<file path="config.mk">
export PLATFORM = sky130hd
export DESIGN_NAME = usbd_irq_status
export DESIGN_NICKNAME = d
export VERILOG_FILES = /design/src/rtl/usbd_irq_pkg.sv /design/src/rtl/frame_watch.sv /design/src/rtl/nak_reduce.sv /design/src/rtl/sticky_flag.sv /design/src/rtl/usbd_irq_status.sv
export SDC_FILE = /design/constraint.sdc
export NUM_CORES = 1
export LEC_CHECK = 0
export BUFFER_PORTS_ARGS = -buffer_cell sky130_fd_sc_hd__buf_2
export CORE_MARGIN = 5
export CORE_UTILIZATION = 39
export DETAILED_ROUTE_END_ITERATION = 6
export MAX_ROUTING_LAYER = met4
export PLACE_DENSITY = 0.77
export SETUP_SLACK_MARGIN = 0.2
export SYNTH_ARGS = -nofsm -noshare
export SYNTH_HDL_FRONTEND = slang
export SYNTH_HIERARCHICAL = 1
export SYNTH_SLANG_ARGS = --single-unit
</file>
<file path="constraint.sdc">
create_clock -name clk -period 1.94 [get_ports clk]
set_clock_uncertainty 0.15 [all_clocks]
set_input_delay 0.388 -clock clk [delete_from_list [all_inputs] [get_ports clk]]
set_output_delay 0.388 -clock clk [all_outputs]
set_load 0.05 [all_outputs]
</file>
<file path="src/rtl/usbd_irq_pkg.sv">
package usbd_irq_pkg;
  localparam int STAT_W    = 32;
  localparam int SOF_POS   = 7;
  localparam int SUSP_POS  = 8;
  localparam int NAK_POS   = 16;

  localparam logic [STAT_W-1:0] LIVE_MASK =
    (STAT_W'(1) << SOF_POS) | (STAT_W'(1) << SUSP_POS) | (STAT_W'(1) << NAK_POS);

  // Cycles in a given span of nanoseconds at the given clock rate.
  function automatic int ns_to_cycles(input longint clk_hz, input longint ns);
    return int'((clk_hz * ns) / 64'd1_000_000_000);
  endfunction

  function automatic int frame_limit(input longint clk_hz, input longint per_sec,
                                     input longint margin_ns);
    return int'(clk_hz / per_sec) + ns_to_cycles(clk_hz, margin_ns);
  endfunction
endpackage

</file>
<file path="src/rtl/frame_watch.sv">
module frame_watch #(
  parameter int FS_LIM = 1000,
  parameter int HS_LIM = 125,
  localparam int CW = $clog2(FS_LIM + 1)
) (
  input  logic clk,
  input  logic rst,
  input  logic hs_mode,
  input  logic sof_seen,
  output logic frame_evt
);
  localparam logic [CW-1:0] FS_TOP = CW'(FS_LIM - 1);
  localparam logic [CW-1:0] HS_TOP = CW'(HS_LIM - 1);

  logic [CW-1:0] gap_cnt;
  logic [CW-1:0] top_sel;
  logic          overdue;

  assign top_sel   = hs_mode ? HS_TOP : FS_TOP;
  assign overdue   = !sof_seen && (gap_cnt >= top_sel);
  assign frame_evt = sof_seen || overdue;

  always_ff @(posedge clk) begin
    if (rst) begin
      gap_cnt <= '0;
    end else if (frame_evt) begin
      gap_cnt <= '0;
    end else begin
      gap_cnt <= gap_cnt + 1'b1;
    end
  end
endmodule

</file>
<file path="src/rtl/nak_reduce.sv">
module nak_reduce #(
  parameter int EP_NUM = 4
) (
  input  logic              clk,
  input  logic              rst,
  input  logic [EP_NUM-1:0] tx_nak,
  input  logic [EP_NUM-1:0] tx_en,
  input  logic [EP_NUM-1:0] rx_nak,
  input  logic [EP_NUM-1:0] rx_en,
  output logic              nak_any
);
  logic [EP_NUM-1:0] ep_hit;

  for (genvar g = 0; g < EP_NUM; g++) begin : g_ep
    assign ep_hit[g] = (tx_nak[g] & tx_en[g]) | (rx_nak[g] & rx_en[g]);
  end

  always_ff @(posedge clk) begin
    if (rst) nak_any <= 1'b0;
    else     nak_any <= |ep_hit;
  end
endmodule

</file>
<file path="src/rtl/sticky_flag.sv">
module sticky_flag (
  input  logic clk,
  input  logic rst,
  input  logic set_evt,
  input  logic hw_clr,
  input  logic sw_clr,
  output logic flag
);
  always_ff @(posedge clk) begin
    if (rst)                    flag <= 1'b0;
    else if (set_evt)           flag <= 1'b1;
    else if (hw_clr || sw_clr)  flag <= 1'b0;
  end
endmodule

</file>
<file path="src/rtl/usbd_irq_status.sv">
module usbd_irq_status
  import usbd_irq_pkg::*;
#(
  parameter int CLK_HZ       = 60_000_000,
  parameter int FS_MARGIN_NS = 1500,
  parameter int HS_MARGIN_NS = 1000,
  parameter int EP_NUM       = 4
) (
  input  logic              clk,
  input  logic              rst,
  input  logic              hs_mode,
  input  logic              sof_seen,
  input  logic              susp_enter,
  input  logic              susp_exit,
  input  logic [EP_NUM-1:0] ep_tx_nak,
  input  logic [EP_NUM-1:0] ep_tx_nak_en,
  input  logic [EP_NUM-1:0] ep_rx_nak,
  input  logic [EP_NUM-1:0] ep_rx_nak_en,
  input  logic              stat_we,
  input  logic [31:0]       stat_wdata,
  output logic [31:0]       stat_rdata
);
  localparam int FS_LIM = frame_limit(CLK_HZ, 1000, FS_MARGIN_NS);
  localparam int HS_LIM = frame_limit(CLK_HZ, 8000, HS_MARGIN_NS);

  logic frame_evt;
  logic sof_q, susp_q, nak_q;
  logic sof_w1c, susp_w1c;
  logic unused_wbits;

  assign sof_w1c      = stat_we && stat_wdata[SOF_POS];
  assign susp_w1c     = stat_we && stat_wdata[SUSP_POS];
  assign unused_wbits = ^{stat_wdata[31:SUSP_POS+1], stat_wdata[SOF_POS-1:0]};

  frame_watch #(.FS_LIM(FS_LIM), .HS_LIM(HS_LIM)) u_watch (
    .clk(clk), .rst(rst), .hs_mode(hs_mode),
    .sof_seen(sof_seen), .frame_evt(frame_evt)
  );

  sticky_flag u_sof (
    .clk(clk), .rst(rst), .set_evt(frame_evt),
    .hw_clr(1'b0), .sw_clr(sof_w1c), .flag(sof_q)
  );

  sticky_flag u_susp (
    .clk(clk), .rst(rst), .set_evt(susp_enter),
    .hw_clr(susp_exit), .sw_clr(susp_w1c), .flag(susp_q)
  );

  nak_reduce #(.EP_NUM(EP_NUM)) u_nak (
    .clk(clk), .rst(rst),
    .tx_nak(ep_tx_nak), .tx_en(ep_tx_nak_en),
    .rx_nak(ep_rx_nak), .rx_en(ep_rx_nak_en),
    .nak_any(nak_q)
  );

  always_comb begin
    stat_rdata           = '0;
    stat_rdata[SOF_POS]  = sof_q;
    stat_rdata[SUSP_POS] = susp_q;
    stat_rdata[NAK_POS]  = nak_q;
  end
endmodule

</file>
==> run metrics <==
Starting Density 0.411; Synth Cell Area 1410 um2; Pre-antenna DRT Iters 4; metal3 WL 133 um; Max Buffers Root-to-Sink 2; mux cell area share after synthesis 0; Vias 1164; WL met2 1.60 mm; 1st-iter DRT viols 40; CP startpoint kind register; Num Clock Sinks 19; worst setup path class reg2reg; Yosys Warn Count 6; worst hold stages 3; diodes inserted 0; largest net degree at the start of global routing 20; Final ANT Viol Nets 0; largest family of logic cells by synthesized area simple AND/OR/NAND/NOR gates; CTS tree built; Die H 70.0 um; std cell rows 21; worst setup margin 0.0877 ns; power density over cell area 478 nW/um2; syn avg cell area 8.95 um2; Synth Area in Compound Gates 0.0953; sequential area share after synthesis 0.271; total wire length 3.03 mm; fin. max-slew vios 0; dpl ws -0.307 ns; part of the cycle the worst path needs 0.955; die width 70.0 um; CP endpoint kind register; worst-path maximum fanout 12; Worst R2R Path Depth 6; Ports 87; leading area contributor after synthesis dfxtp_1; Synth area leaders dfxtp_1, buf_4, ha_1, nor4_1, xnor2_1; Worst VDD drop 0.187 mV; static leakage 0.736 nW; CTS root buf clkbuf_4; Arr. time, crit path 1.87 ns; Final Hold Viols 0; GRT Util Overall 0.129; Max Used Layer met4; min Tclk post-route 1.85 ns; vias in the first global route 1134; Post-synth EDFFs 0; CTS Hold Bufs 0; initial antenna violation count 0; ys async rst share 0; global-route wire length before repair 5.09 mm; clk slew on worst S/H paths 0.11 ns; GPL Wtd Cong 0.859; global route overflow 0; CP Data Required Time 1.95 ns; Core Area 3420 um2; top_reg_cell synth dfxtp_1; unrepaired setup endpoints after global routing yes; CTS buffer count 3; Simple-Gate Fraction of Synth Area 0.222; # setup viols final 0; post-synth cell types 35; WL met1 1.27 mm; Layout Nets 266; Hold Slack 0.163 ns; Area Growth Syn to Fin 24.1%; die area 4900 um2; DR WL/cell 12.5 um; DRC errors left 0; Hold Path Class in2reg; Synth Area in Adders 0.116; Max Clk Rate 0.540 GHz; via/cell ratio 4.79; Worst-Skew Late Latency 0.29 ns; share of layout cells above drive strength 1 0.386; outcome completed; post-detail-place hpwl 2.36 mm; flops & latches, synth 19; PortBufs 27; maxcap violations 0; XOR/XNOR Fraction of Synth Area 0.0873; Clock H-tree levels 1; Synth top area share 0.271; Syn Inst Count 157
report_power, final:
group | total [mW] | switching [mW] | internal [mW] | leakage (nW)
Combinational | 0.233 | 0.184 | 0.0494 | 0.564
Sequential | 0.400 | 0.00377 | 0.396 | 0.156
Clock | 0.200 | 0.120 | 0.0799 | 0.0150
cells in the final DEF (no fill, tap or decap), types with 2 or more instances in the layout:
master,count
buf_2,26
a211o_1,2
ha_4,3
or3b_1,2
nor2_1,4
xor2_1,2
nand3_1,6
a21o_1,3
nor3_1,2
dfxtp_1,15
a21oi_1,2
clkbuf_4,3
nand4_1,3
nor4_1,10
dfxtp_2,4
nand2_1,4
and2_1,2
nor4_2,9
conb_1,30
a22oi_1,4
inv_1,3
buf_4,17
ha_1,10
xnor2_1,12
a21oi_2,2
inv_2,2
sequential cells by signal, indices dropped and copies added (netlist names):
signal and cells:
u_nak/nak_any 1, u_sof/flag 1, u_susp/flag 1, u_watch/gap_cnt 16
layer usage:
metal,global-route usage,up-vias
li1,-,591
met1,0.162,545
met2,0.205,26
met3,0.0172,2
met4,0.0596,0
met5,-,-
synthesized netlist by cell type (2+ instances only):
library cell  number
or3b_1             2
nor3_1             3
inv_1              5
xor2_1             2
nand3_1            6
nand4_1            3
and2_1             2
nand2_1            4
a211o_1            2
ha_1              13
a21o_1             3
buf_4             33
xnor2_1           12
a22oi_1            5
nor2_1             4
nor4_1            18
dfxtp_1           19
a21oi_1            4
final cells by class:
class / instances / area [um2]
multi-input cells: 125 / 987
inverters: 5 / 18.8
fillers: 316 / 1670
repair buffers: 44 / 269
flip-flops and latches: 19 / 385
well taps: 46 / 57.6
clock buffers: 4 / 26.3
critical path, cell delays in order (launching register included):
cell and delay [ns]:
dfxtp_2 0.35, ha_4 0.26, and4b_1 0.23, nand4b_1 0.15, a211oi_4 0.30, buf_6 0.21, nor4_1 0.07
timing repair:
| action | CTS | global route |
|---|---|---|
| pin swaps | 5 | 0 |
| resized for setup | 9 | 11 |
| buffers inserted | 2 | 0 |
| endpoints found under the setup margin | 17 | 17 |
stage by stage:
| step | power, mW | setup TNS, ns | std cells | utilization | instance area, um2 |
|---|---|---|---|---|---|
| 5_1_grt | 0.886 | 0 | 243 | 0.511 | 1740 |
| 6_report | 0.833 | 0 | 243 | 0.511 | 1740 |
| 3_3_place_gp | 0.630 | -4.40 | 237 | 0.473 | 1620 |
| 4_1_cts | 0.836 | 0 | 243 | 0.490 | 1670 |
| 3_5_place_dp | 0.633 | -4.71 | 237 | 0.473 | 1620 |
| 2_1_floorplan | 0.638 | 0 | 186 | - | 1590 |
logic make-up (layout without fill, tap and decap cells):
group | after synthesis | after routing
AO/OA/AOI/OAI | 18 | 18
other | 1 | 30
adder cells (fa/ha/maj) | 13 | 13
buffers and inverters | 42 | 53
XOR/XNOR | 14 | 14
flip-flops | 19 | 19
AND/OR/NAND/NOR | 50 | 50
worst paths after layout:
| path | start | to | slack, ns |
|---|---|---|---|
| worst max register to register | u_watch/gap_cnt[5]$_SDFF_PP0_ | u_watch/gap_cnt[8]$_SDFF_PP0_ | 0.09 |
| worst min register to register | u_watch/gap_cnt[0]$_SDFF_PP0_ | u_watch/gap_cnt[0]$_SDFF_PP0_ | 0.38 |
| worst max-delay path | u_watch/gap_cnt[5]$_SDFF_PP0_ | u_watch/gap_cnt[8]$_SDFF_PP0_ | 0.09 |
| worst min-delay path | susp_enter | u_susp/flag$_SDFFE_PP0P_ | 0.16 |
No activity file was read; power rests on OpenSTA's default activity.
